[src/rtl/accflag_pkg.sv]
package accflag_pkg;
  // Status bit positions; the consumer decodes these, so they are fixed.
  localparam int SB_C   = 0;
  localparam int SB_Z   = 1;
  localparam int SB_I   = 2;
  localparam int SB_D   = 3;
  localparam int SB_B   = 4;
  localparam int SB_ONE = 5;
  localparam int SB_V   = 6;
  localparam int SB_N   = 7;
  localparam int SW     = 8;

  typedef enum logic {
    OP_ADD = 1'b0,
    OP_SUB = 1'b1
  } alu_op_e;

  typedef struct packed {
    logic neg;
    logic ovf;
    logic zero;
    logic carry;
  } arith_flags_t;
endpackage

[src/rtl/accflag_adder.sv]
module accflag_adder
  import accflag_pkg::*;
#(
  parameter int DW = 8
) (
  input  alu_op_e         op,
  input  logic [DW-1:0]   a,
  input  logic [DW-1:0]   m,
  input  logic            cin,
  output logic [DW-1:0]   b_eff,
  output logic [DW-1:0]   res,
  output logic            cout
);
  localparam int SUMW = DW + 1;

  logic [SUMW-1:0] sum;

  // Subtraction reuses the adder: the operand is inverted bit by bit.
  for (genvar i = 0; i < DW; i++) begin : g_cond
    assign b_eff[i] = m[i] ^ (op == OP_SUB);
  end

  always_comb begin
    sum  = {1'b0, a} + {1'b0, b_eff} + {{DW{1'b0}}, cin};
    res  = sum[DW-1:0];
    cout = sum[SUMW-1];
  end
endmodule

[src/rtl/accflag_flags.sv]
module accflag_flags
  import accflag_pkg::*;
#(
  parameter int DW = 8
) (
  input  logic [DW-1:0] a,
  input  logic [DW-1:0] b_eff,
  input  logic [DW-1:0] res,
  input  logic          cout,
  output arith_flags_t  fl
);
  localparam int MSB = DW - 1;

  always_comb begin
    fl.neg   = res[MSB];
    // Signed overflow: both addends share a sign and the result does not.
    fl.ovf   = (a[MSB] == b_eff[MSB]) && (res[MSB] != a[MSB]);
    fl.zero  = (res == '0);
    fl.carry = cout;
  end
endmodule

[src/rtl/accflag_status.sv]
module accflag_status
  import accflag_pkg::*;
#(
  parameter logic [SW-1:0] RESET_STATUS = 8'h24
) (
  input  logic          clk,
  input  logic          rst,
  input  logic          wr,
  input  logic [SW-1:0] wdata,
  input  logic          upd,
  input  arith_flags_t  fl,
  output logic          cin,
  output logic [SW-1:0] st
);
  logic [SW-1:0] st_q;
  logic [SW-1:0] base;
  logic [SW-1:0] st_d;

  always_comb begin
    // A same-cycle write is forwarded into the operation.
    base         = wr ? wdata : st_q;
    base[SB_ONE] = 1'b1;
    cin          = base[SB_C];
    st_d         = base;
    if (upd) begin
      st_d[SB_N] = fl.neg;
      st_d[SB_V] = fl.ovf;
      st_d[SB_Z] = fl.zero;
      st_d[SB_C] = fl.carry;
    end
  end

  always_ff @(posedge clk) begin
    if (rst) st_q <= RESET_STATUS | (SW'(1) << SB_ONE);
    else     st_q <= st_d;
  end

  assign st = st_q;
endmodule

[src/rtl/accflag_unit.sv]
module accflag_unit
  import accflag_pkg::*;
#(
  parameter int             DW           = 8,
  parameter logic [SW-1:0]  RESET_STATUS = 8'h24
) (
  input  logic          clk,
  input  logic          rst,
  input  logic          op_valid,
  input  logic          op_sub,
  input  logic [DW-1:0] acc_in,
  input  logic [DW-1:0] operand_in,
  input  logic          stat_wr,
  input  logic [SW-1:0] stat_wdata,
  output logic [DW-1:0] acc_out,
  output logic [SW-1:0] stat_out
);
  alu_op_e       op;
  logic          cin;
  logic [DW-1:0] b_eff;
  logic [DW-1:0] res;
  logic          cout;
  arith_flags_t  fl;
  logic [DW-1:0] acc_q;

  assign op = alu_op_e'(op_sub);

  accflag_adder #(.DW(DW)) u_add (
    .op    (op),
    .a     (acc_in),
    .m     (operand_in),
    .cin   (cin),
    .b_eff (b_eff),
    .res   (res),
    .cout  (cout)
  );

  accflag_flags #(.DW(DW)) u_flg (
    .a     (acc_in),
    .b_eff (b_eff),
    .res   (res),
    .cout  (cout),
    .fl    (fl)
  );

  accflag_status #(.RESET_STATUS(RESET_STATUS)) u_st (
    .clk   (clk),
    .rst   (rst),
    .wr    (stat_wr),
    .wdata (stat_wdata),
    .upd   (op_valid),
    .fl    (fl),
    .cin   (cin),
    .st    (stat_out)
  );

  always_ff @(posedge clk) begin
    if (rst)           acc_q <= '0;
    else if (op_valid) acc_q <= res;
  end

  assign acc_out = acc_q;
endmodule

[config.mk]
export PLATFORM = sky130hd
export DESIGN_NAME = accflag_unit
export DESIGN_NICKNAME = d
export VERILOG_FILES = /design/src/rtl/accflag_pkg.sv /design/src/rtl/accflag_adder.sv /design/src/rtl/accflag_flags.sv /design/src/rtl/accflag_status.sv /design/src/rtl/accflag_unit.sv
export SDC_FILE = /design/constraint.sdc
export NUM_CORES = 1
export LEC_CHECK = 0
export ABC_AREA = 1
export BUFFER_PORTS_ARGS = -buffer_cell sky130_fd_sc_hd__buf_2
export CORE_UTILIZATION = 50
export CTS_CLUSTER_DIAMETER = 150
export DETAILED_ROUTE_END_ITERATION = 7
export MAX_ROUTING_LAYER = met4
export PLACE_DENSITY = 0.81
export SYNTH_ARGS = -nofsm -noshare
export SYNTH_HDL_FRONTEND = slang
export SYNTH_HIERARCHICAL = 1
export SYNTH_SLANG_ARGS = --single-unit
[constraint.sdc]
create_clock -name clk -period 4.1 [get_ports clk]
set_input_delay 0.205 -clock clk [delete_from_list [all_inputs] [get_ports clk]]
set_output_delay 0.205 -clock clk [all_outputs]
set_load 0.01 [all_outputs]
After elaboration in Yosys (flattened, before gate mapping)
Cells that the tools add are included.

storage, ports and cells
  logic and storage cells = 23
  ROM bits = 0
  memories kept = 0
  register bits = 16
  bits in latches = 0
  bits of input ports = 29
  memory bits (writable) = 0
  output and inout port bits = 16

cells by class
  shift operators = 0
  mux-type cells = 3
  reductions and logical operators = 3
  $add $sub $neg = 2
  div/mod/pow operators = 0
  magnitude comparators = 0
  equality and inequality tests = 2
  bitwise gates (word level) = 8
  $mul = 0

operators by type and width
  operator           number
  $add 8x8->9        1
  $add 9x1->9        1
  $logic_not 8->1    1
  $mux 8             1
  $xor 1x1->1        8
  $mux 2             2
  $reduce_bool 2->1  1
  $eq 1x1->1         1
  $logic_and 1x1->1  1
  $ne 1x1->1         1

Longest topological paths before layout
Gate-level depths: netlist of the first run.

  depth after elaboration = 6
  mapped depth = 20

Modules after synthesis
Netlist of the first run, hierarchy kept.

by module, submodules not included
  module          cells an instance  seq. area each (um2)  area an instance (um2)  times used
  accflag_adder   77                 0.0                   456.7                   1
  accflag_unit    51                 160.2                 341.6                   1
  accflag_status  52                 140.1                 326.6                   1
  accflag_flags   19                 0.0                   78.8                    1

Least setup slack after synthesis of the first run
Ideal clock, no wire load.

  path kind = flip-flop to flip-flop
  start = register u_st.st_q[0] (netlist: u_st/st[0])
  end = register u_st.st_q[1] (netlist: u_st/st[1])
  required time = 4.036 ns
  buffers on the path = 0
  cell stages (with the launch flop) = 19
  setup slack = 1.849 ns
  data arrival time = 2.188 ns
  period minus slack after synthesis = 2.251 ns
  path through = dfxtp_1 -> nand2_2 -> nand2_1 -> inv_1 -> fa_1 -> fa_1 -> inv_1 -> nand2_1 -> nand2_1 -> nand3b_1 -> nand3_1 -> nand2_1 -> nor2_1 -> nand2_1 -> nor2_1 -> inv_1 -> a21oi_1 -> nand2_1 -> nor2_1

RTL lines
  what                      RTL line              RTL
  start: declaration        accflag_status.sv:15  logic [SW-1:0] st_q;
  start signal: assignment  accflag_status.sv:34  if (rst) st_q <= RESET_STATUS | (SW'(1) << SB_ONE);
  start signal: assignment  accflag_status.sv:35  else st_q <= st_d;

==> out/results.tsv, run 1 <==
metric	value	unit
Final Setup Violations	0	
R2R cell count	18	
GR peak layer	met2	
IO Pins	45	
routed wire length	2060	µm
Static Leakage	0.000896	µW
Cell Area, Synth	1200	µm²
drt wl/cell	7.76	µm
global-route wire length before repair	3390	µm
area growth from synthesis to layout	18.2	%
worst min path class	input pin to flip-flop	
die area	2600	µm²
layout net count	277	
most common cell after layout, fill and taps aside	nand2_1	
Worst setup EP type	flip-flop	
layout cells sized above 1	0.214	
Final Hold Fails	0	
Achievable Freq	0.419	GHz
Clk pin slew, worst setup/hold paths	80	ps
CP Data Required Time	4320	ps
Initial Utilization	0.537	
period utilisation layout	0.582	
RePlAce Congestion	0.783	
post_cts resized	0	
WS Path Type	flip-flop to flip-flop	
power per cell area	306	nW/µm²
Synthesis Warnings	6	
CP Max Fanout	2	
dpl hpwl	1720	µm
CTS max path bufs	2	
number of global-route vias before repair	920	
Core Region	2230	µm²
CTS buffer count	3	
CTS tree	done	
H-tree depth	1	
hold buffer count at CTS	0	
met1 usage	0.201	
crit path DAT	2610	ps
setup TNS	0	ps
Antenna Cells	0	
Port Buf Inserts	42	
Power, Total	435	µW
routed via count	1152	
post-CTS setup buffer count	0	
unrepaired setup endpoints after global routing	false	
Global Route Usage Sum	0.178	
initial antenna violation count	0	
Mean Syn Cell Area	6.06	µm²
Mapped Nets	236	
M3 GR Usage	0.0387	
status	finished clean	
max_cap viols	0	
max-slew violations	0	
die height	51.0	µm
commonest cells after routing, fill and taps aside	57 x nand2_1, 42 x buf_2, 38 x nor2_1, 38 x inv_1, 15 x dfxtp_1	
DRC	0	
final worst path period need	2390	ps
Fin Clk Skew	0.274	ps
Hold Path Depth	3	
placement row count	17	
worst-skew pair later-pin latency	280	ps
final antenna-violating net count	0	
VDD IR max	0.000197	V
Mapped Cells	198	
Initial DRT Pass Iterations	4	
Global Route met2 Usage	0.296	
startpoint types	flip-flop	
total gr overflow	0	
CTS sink count	15	
pin count of the biggest net entering global routing	22	
CTS root buf	clkbuf_4	
Die Span X	51.0	µm
number of vias per cell	4.33	
Iter 0 DRT Violations	23	
## report_power, final
group          switching, µW  total, µW  internal (µW)
Combinational            110        186           76.1
Clock                   44.2       81.9           37.7
Sequential              6.58        167            160
Total                    160        435            274
## registers in the layout, summed over array words and instances, names as in the netlist
signal and cells:
acc_out 8, u_st/st 7
## final timing paths
check	slack (ps)	end	start
worst max-delay path	1710	u_st/st[1]	u_st/st[0]
worst min-delay path	130	u_st/st[2]	stat_wdata[2]
worst max register to register	1710	u_st/st[1]	u_st/st[0]
worst min register to register	460	u_st/st[2]	u_st/st[2]
## routing by layer
metal	vias to the layer above	routed length, µm
met4	0	14
met2	28	936
met1	468	1020
met3	2	91
li1	654	-
met5	-	0
## through the flow
| step | setup slack, ps | utilization | std cells | instance area (µm²) | hold slack, ps |
|---|---|---|---|---|---|
| floorplan | 1850 | - | 198 | 1200 | 327 |
| global placement | 1650 | 0.624 | 262 | 1390 | 419 |
| detailed placement | 1590 | 0.624 | 262 | 1390 | 419 |
| CTS | 1680 | 0.635 | 266 | 1420 | 119 |
| global route | 1460 | 0.635 | 266 | 1420 | 128 |
| finish | 1710 | 0.635 | 266 | 1420 | 129 |
## critical path, stage by stage (launching register included)
cell      delay (ps)
dfxtp_1          340
nand2_2           60
nand2_1           60
inv_1             60
fa_1             430
fa_1             410
inv_1             70
nand2_1           60
nand2_1           60
nand3b_1         100
nand3_1           80
nand2_1           70
nor2_1            90
nand2_1           60
nor2_1            90
inv_1             40
a21oi_1          110
nand2_1           70
nor2_1            70
## layout make-up
cell class                      instances  area (µm²)
Inverter                               40         150
Fill cell                             235         815
Clock buffer                            4        26.3
Timing Repair Buffer                   42         210
Sequential cell                        15         300
Tap cell                               28        35.0
Multi-Input combinational cell        137         697
Power figures use the tool's default switching activity.
==> run 2, diff against run 1 <==
--- a/config.mk
+++ b/config.mk
@@ -7,11 +7,11 @@
 export LEC_CHECK = 0
 export ABC_AREA = 1
 export BUFFER_PORTS_ARGS = -buffer_cell sky130_fd_sc_hd__buf_2
-export CORE_UTILIZATION = 50
+export CORE_UTILIZATION = 49
 export CTS_CLUSTER_DIAMETER = 150
 export DETAILED_ROUTE_END_ITERATION = 7
 export MAX_ROUTING_LAYER = met4
-export PLACE_DENSITY = 0.81
+export PLACE_DENSITY = 0.8
 export SYNTH_ARGS = -nofsm -noshare
 export SYNTH_HDL_FRONTEND = slang
 export SYNTH_HIERARCHICAL = 1
==> constraint.sdc (replaced) <==
create_clock -name clk -period 2.45 [get_ports clk]
set_input_delay 0.1225 -clock clk [delete_from_list [all_inputs] [get_ports clk]]
set_output_delay 0.1225 -clock clk [all_outputs]
set_load 0.01 [all_outputs]
==> run 2 against run 1 <==
Sequential share of layout area is 0.17 points lower. Non-clock buffer count is 1 higher. Hold slack worse by 79 ps. Die area is 2.0% higher. Critical endpoint unchanged. Clock-buffer cell count stayed put. Core utilization is 0.18 points higher. Via count is 0.17% higher.
==> out/results.tsv, run 2 (synthesis results as in run 1) <==
metric	value	unit
startpoint types	flip-flop	
post-CTS setup buffer count	0	
CP Data Required Time	2680	ps
Layout fillers	227	
total gr overflow	0	
Global Route met2 Usage	0.288	
worst setup margin	239	ps
number of global-route vias before repair	939	
IO Pins	45	
Core Region	2250	µm²
final non-filler cell total	267	
Antenna Cells	0	
hold buffer count at CTS	0	
Power, Total	734	µW
status	finished clean	
Final Cell Area	1440	µm²
Worst setup EP type	flip-flop	
final worst path period need	2210	ps
CTS tree	done	
routed via count	1154	
placed inst area	1400	µm²
commonest cells after routing, fill and taps aside	57 x nand2_1, 42 x buf_2, 38 x nor2_1	
die height	51.5	µm
dpl ws	76.1	ps
Clk pin slew, worst setup/hold paths	90	ps
area of the multi-input gates	706	µm²
area growth from synthesis to layout	19.7	%
Initial DRT Pass Iterations	4	
CP Max Fanout	2	
worst path cell trace	nand2_2 > nand2_1 > inv_2 > fa_2 > fa_2 > inv_1 > nand2_1 > nand2_1 > nand3b_1 > nand3_1 > nand2_1 > nor2_1 > nand2_1 > nor2_1 > inv_1 > a21oi_2 > nand2_1 > nor2_1	
RePlAce Congestion	0.778	
max_cap viols	0	
Global Route Usage Sum	0.186	
pin count of the biggest net entering global routing	22	
CTS root buf	clkbuf_4	
Slowest cell on crit path	fa_2	
Die Span X	51.5	µm
met1 usage	0.238	
worst-skew pair later-pin latency	280	ps
dpl hpwl	1760	µm
worst min path class	input pin to flip-flop	
power per cell area	511	nW/µm²
number of vias per cell	4.32	
CTS sink count	15	
routed wire length	2140	µm
layout cells sized above 1	0.238	
Static Leakage	0.000899	µW
period utilisation layout	0.902	
Fin Clk Skew	4.05	ps
die area	2650	µm²
WS Path Type	flip-flop to flip-flop	
global-route wire length before repair	3640	µm
CTS buffer count	3	
critical path's largest stage delay	370	ps
layout net count	278	
R2R cell count	18	
Final Hold Fails	0	
Iter 0 DRT Violations	22	
Final Setup Violations	0	
CTS max path bufs	2	
final antenna-violating net count	0	
H-tree depth	1	
placed cell count	263	
placement row count	17	
max-slew violations	0	
sequential cell area	302	µm²
max reg flops	8	
Port Buf Inserts	42	
Achievable Freq	0.452	GHz
post_cts resized	0	
drt wl/cell	8.03	µm
Initial Utilization	0.532	
GR peak layer	met2	
DRC	0	
most common cell after layout, fill and taps aside	nand2_1	
VDD IR max	0.000256	V
M3 GR Usage	0.0179	
initial antenna violation count	0	
cell mode on critical path	nand2_1	
crit path DAT	2440	ps
Hold Path Depth	3	
[run 2: cell count changes in the layout (fill, tap and decap cells not counted), sizes merged]
cell / change
buf: +1
[run 2: path summary, 6_finish.rpt]
path,start,endpoint,slack (ps)
min reg2reg,u_st/st[2],u_st/st[2],470
max,u_st/st[0],u_st/st[1],240
min,stat_wdata[2],u_st/st[2],50
max reg2reg,u_st/st[0],u_st/st[1],240
[run 2: power by group]
group          switching [µW]  internal, µW  leakage [µW]
sequential               11.2           269      0.000125
combinational             185           130      0.000759
clock                    75.2          63.1     0.0000150
total                     271           462      0.000899
[run 2: cell type report]
class                           count  share of cell area
Clock buffer                        4              0.0183
Inverter                           40               0.105
Multi-Input combinational cell    137               0.491
Sequential cell                    15               0.210
Tap cell                           28              0.0244
Timing Repair Buffer               43               0.152
[run 2: metal layers]
| layer | wire [µm] | up-vias |
|---|---|---|
| met5 | 0 | - |
| met2 | 996 | 26 |
| met4 | 30 | 0 |
| met1 | 1050 | 473 |
| met3 | 65 | 2 |
| li1 | - | 653 |
[run 2: through the flow]
stage	utilization	TNS, ps	hold slack (ps)
detailed placement	0.621	0	345
floorplan	-	0	245
global placement	0.621	0	337
finish	0.637	0	50.7
global route	0.637	-13.5	59.7
CTS	0.633	0	47.1
[run 2: worst max-delay path, delay by kind of cell (launching register included)]
| kind | cells | cell delay, ps |
|---|---|---|
| AO/OA/AOI/OAI | 1 | 100 |
| adder cells (fa/ha/maj) | 2 | 730 |
| buffers and inverters | 3 | 160 |
| flip-flops | 1 | 340 |
| AND/OR/NAND/NOR | 12 | 840 |
==> run 3, diff against run 2 <==
--- a/config.mk
+++ b/config.mk
@@ -7,11 +7,13 @@
 export LEC_CHECK = 0
 export ABC_AREA = 1
 export BUFFER_PORTS_ARGS = -buffer_cell sky130_fd_sc_hd__buf_2
-export CORE_UTILIZATION = 49
+export CELL_PAD_IN_SITES_DETAIL_PLACEMENT = 1
+export CELL_PAD_IN_SITES_GLOBAL_PLACEMENT = 2
+export CORE_UTILIZATION = 24
 export CTS_CLUSTER_DIAMETER = 150
 export DETAILED_ROUTE_END_ITERATION = 7
 export MAX_ROUTING_LAYER = met4
-export PLACE_DENSITY = 0.8
+export PLACE_DENSITY_LB_ADDON = 0.1
 export SYNTH_ARGS = -nofsm -noshare
 export SYNTH_HDL_FRONTEND = slang
 export SYNTH_HIERARCHICAL = 1
==> constraint.sdc (replaced) <==
create_clock -name clk -period 2.45 [get_ports clk]
set_input_delay 0.1225 -clock clk [delete_from_list [all_inputs] [get_ports clk]]
set_output_delay 0.1225 -clock clk [all_outputs]
set_load 0.05 [all_outputs]
==> run 3 against run 2 <==
Sequential power about the same. Total power up 21%. Final cell count rose by 15%. Clock-buffer cell count fell by 1. Sequential share of layout area shrank 1.0 points. Routed wire length up 34%. Clock power increased by 44%. Largest cell class unchanged.
==> out/results.tsv, run 3 (synthesis results as in run 1) <==
metric	value	unit
status	finished clean	
total gr overflow	0	
Clk pin slew, worst setup/hold paths	70	ps
R2R cell count	18	
pin count of the biggest net entering global routing	22	
final worst path period need	2230	ps
final non-filler cell total	307	
number of vias per cell	3.87	
VDD IR max	0.000183	V
power per cell area	585	nW/µm²
max_cap viols	0	
final antenna-violating net count	0	
dpl hpwl	2400	µm
routed wire length	2860	µm
die height	72.7	µm
CP Max Fanout	2	
drt wl/cell	9.32	µm
crit path DAT	2420	ps
DRC	0	
IO Pins	45	
Antenna Cells	0	
layout net count	279	
CP Data Required Time	2640	ps
number of global-route vias before repair	1095	
placement row count	25	
H-tree depth	1	
Worst setup EP type	flip-flop	
area growth from synthesis to layout	26.0	%
Iter 0 DRT Violations	24	
CTS tree	done	
die area	5290	µm²
startpoint types	flip-flop	
Static Leakage	0.000915	µW
layout cells sized above 1	0.242	
Die Span X	72.7	µm
Achievable Freq	0.449	GHz
commonest cells after routing, fill and taps aside	57 x nand2_1, 42 x buf_2, 38 x inv_1	
Final Hold Fails	0	
RePlAce Congestion	0.725	
CTS buffer count	3	
CTS sink count	15	
Fin Clk Skew	8.02	ps
CTS max path bufs	2	
routed via count	1188	
Initial Utilization	0.252	
Final Cell Area	1510	µm²
Core Region	4750	µm²
global-route wire length before repair	4720	µm
Port Buf Inserts	42	
most common cell after layout, fill and taps aside	nand2_1	
unrepaired setup endpoints after global routing	false	
Final Setup Violations	0	
CTS root buf	clkbuf_8	
initial antenna violation count	0	
WS Path Type	flip-flop to flip-flop	
Initial DRT Pass Iterations	2	
Global Route Usage Sum	0.117	
placed inst area	1460	µm²
placed cell count	303	
period utilisation layout	0.909	
worst min path class	input pin to flip-flop	
worst-skew pair later-pin latency	250	ps
setup TNS	0	ps
post-CTS setup buffer count	0	
max-slew violations	0	
Layout fillers	660	
max reg flops	8	
Hold Path Depth	3	
[run 3: final timing paths]
path                      start  slack (ps)    endpoint
setup / recovery     u_st/st[0]         220  u_st/st[1]
hold / removal    stat_wdata[2]          80  u_st/st[2]
setup reg to reg     u_st/st[0]         220  u_st/st[1]
hold reg to reg      u_st/st[2]         450  u_st/st[2]
[run 3: layout make-up]
cell class,instances,area (µm²),share of cell area
clock buffers,3,41.3,0.0273
flip-flops and latches,15,302,0.200
repair buffers,44,225,0.149
clock inverters,1,5.00,0.00331
multi-input cells,137,704,0.466
well taps,67,83.8,0.0555
inverters,40,150,0.0993
[run 3: per-stage QoR]
stage,hold WS (ps),util,setup WS (ps),total power (µW)
2_1_floorplan,245,-,65.2,604
3_3_place_gp,347,0.307,86.1,692
3_5_place_dp,350,0.307,52.9,697
4_1_cts,84.0,0.316,64.3,905
5_1_grt,89.7,0.318,1.08,964
6_report,84.5,0.318,224,885
[run 3: routing by layer]
metal	wire length, µm	track usage	vias to the layer above
met5	0	-	-
met4	48	0.0523	0
met3	89	0.00552	4
met2	1320	0.181	26
met1	1400	0.158	504
li1	-	-	654
[run 3: critical path, cell delays in order (launching register included)]
cell,delay [ps]
dfxtp_2,330
nand2_2,50
nand2_1,60
inv_1,60
fa_2,370
fa_2,350
inv_1,60
nand2_1,60
nand2_1,60
nand3b_1,90
nand3_1,80
nand2_1,70
nor2_1,80
nand2_1,70
nor2_2,100
inv_1,40
a21oi_1,110
nand2_1,60
nor2_1,80
[run 3: repair_timing]
item	4_1_cts	5_1_grt
hold buffers	0	0
endpoints found under the setup margin	0	2
gates resized for setup	0	3
[run 3: report_power, final]
| part | switching, µW | total, µW | internal (µW) |
|---|---|---|---|
| Clock | 86.0 | 199 | 112 |
| Combinational | 273 | 405 | 132 |
| Sequential | 11.5 | 281 | 269 |
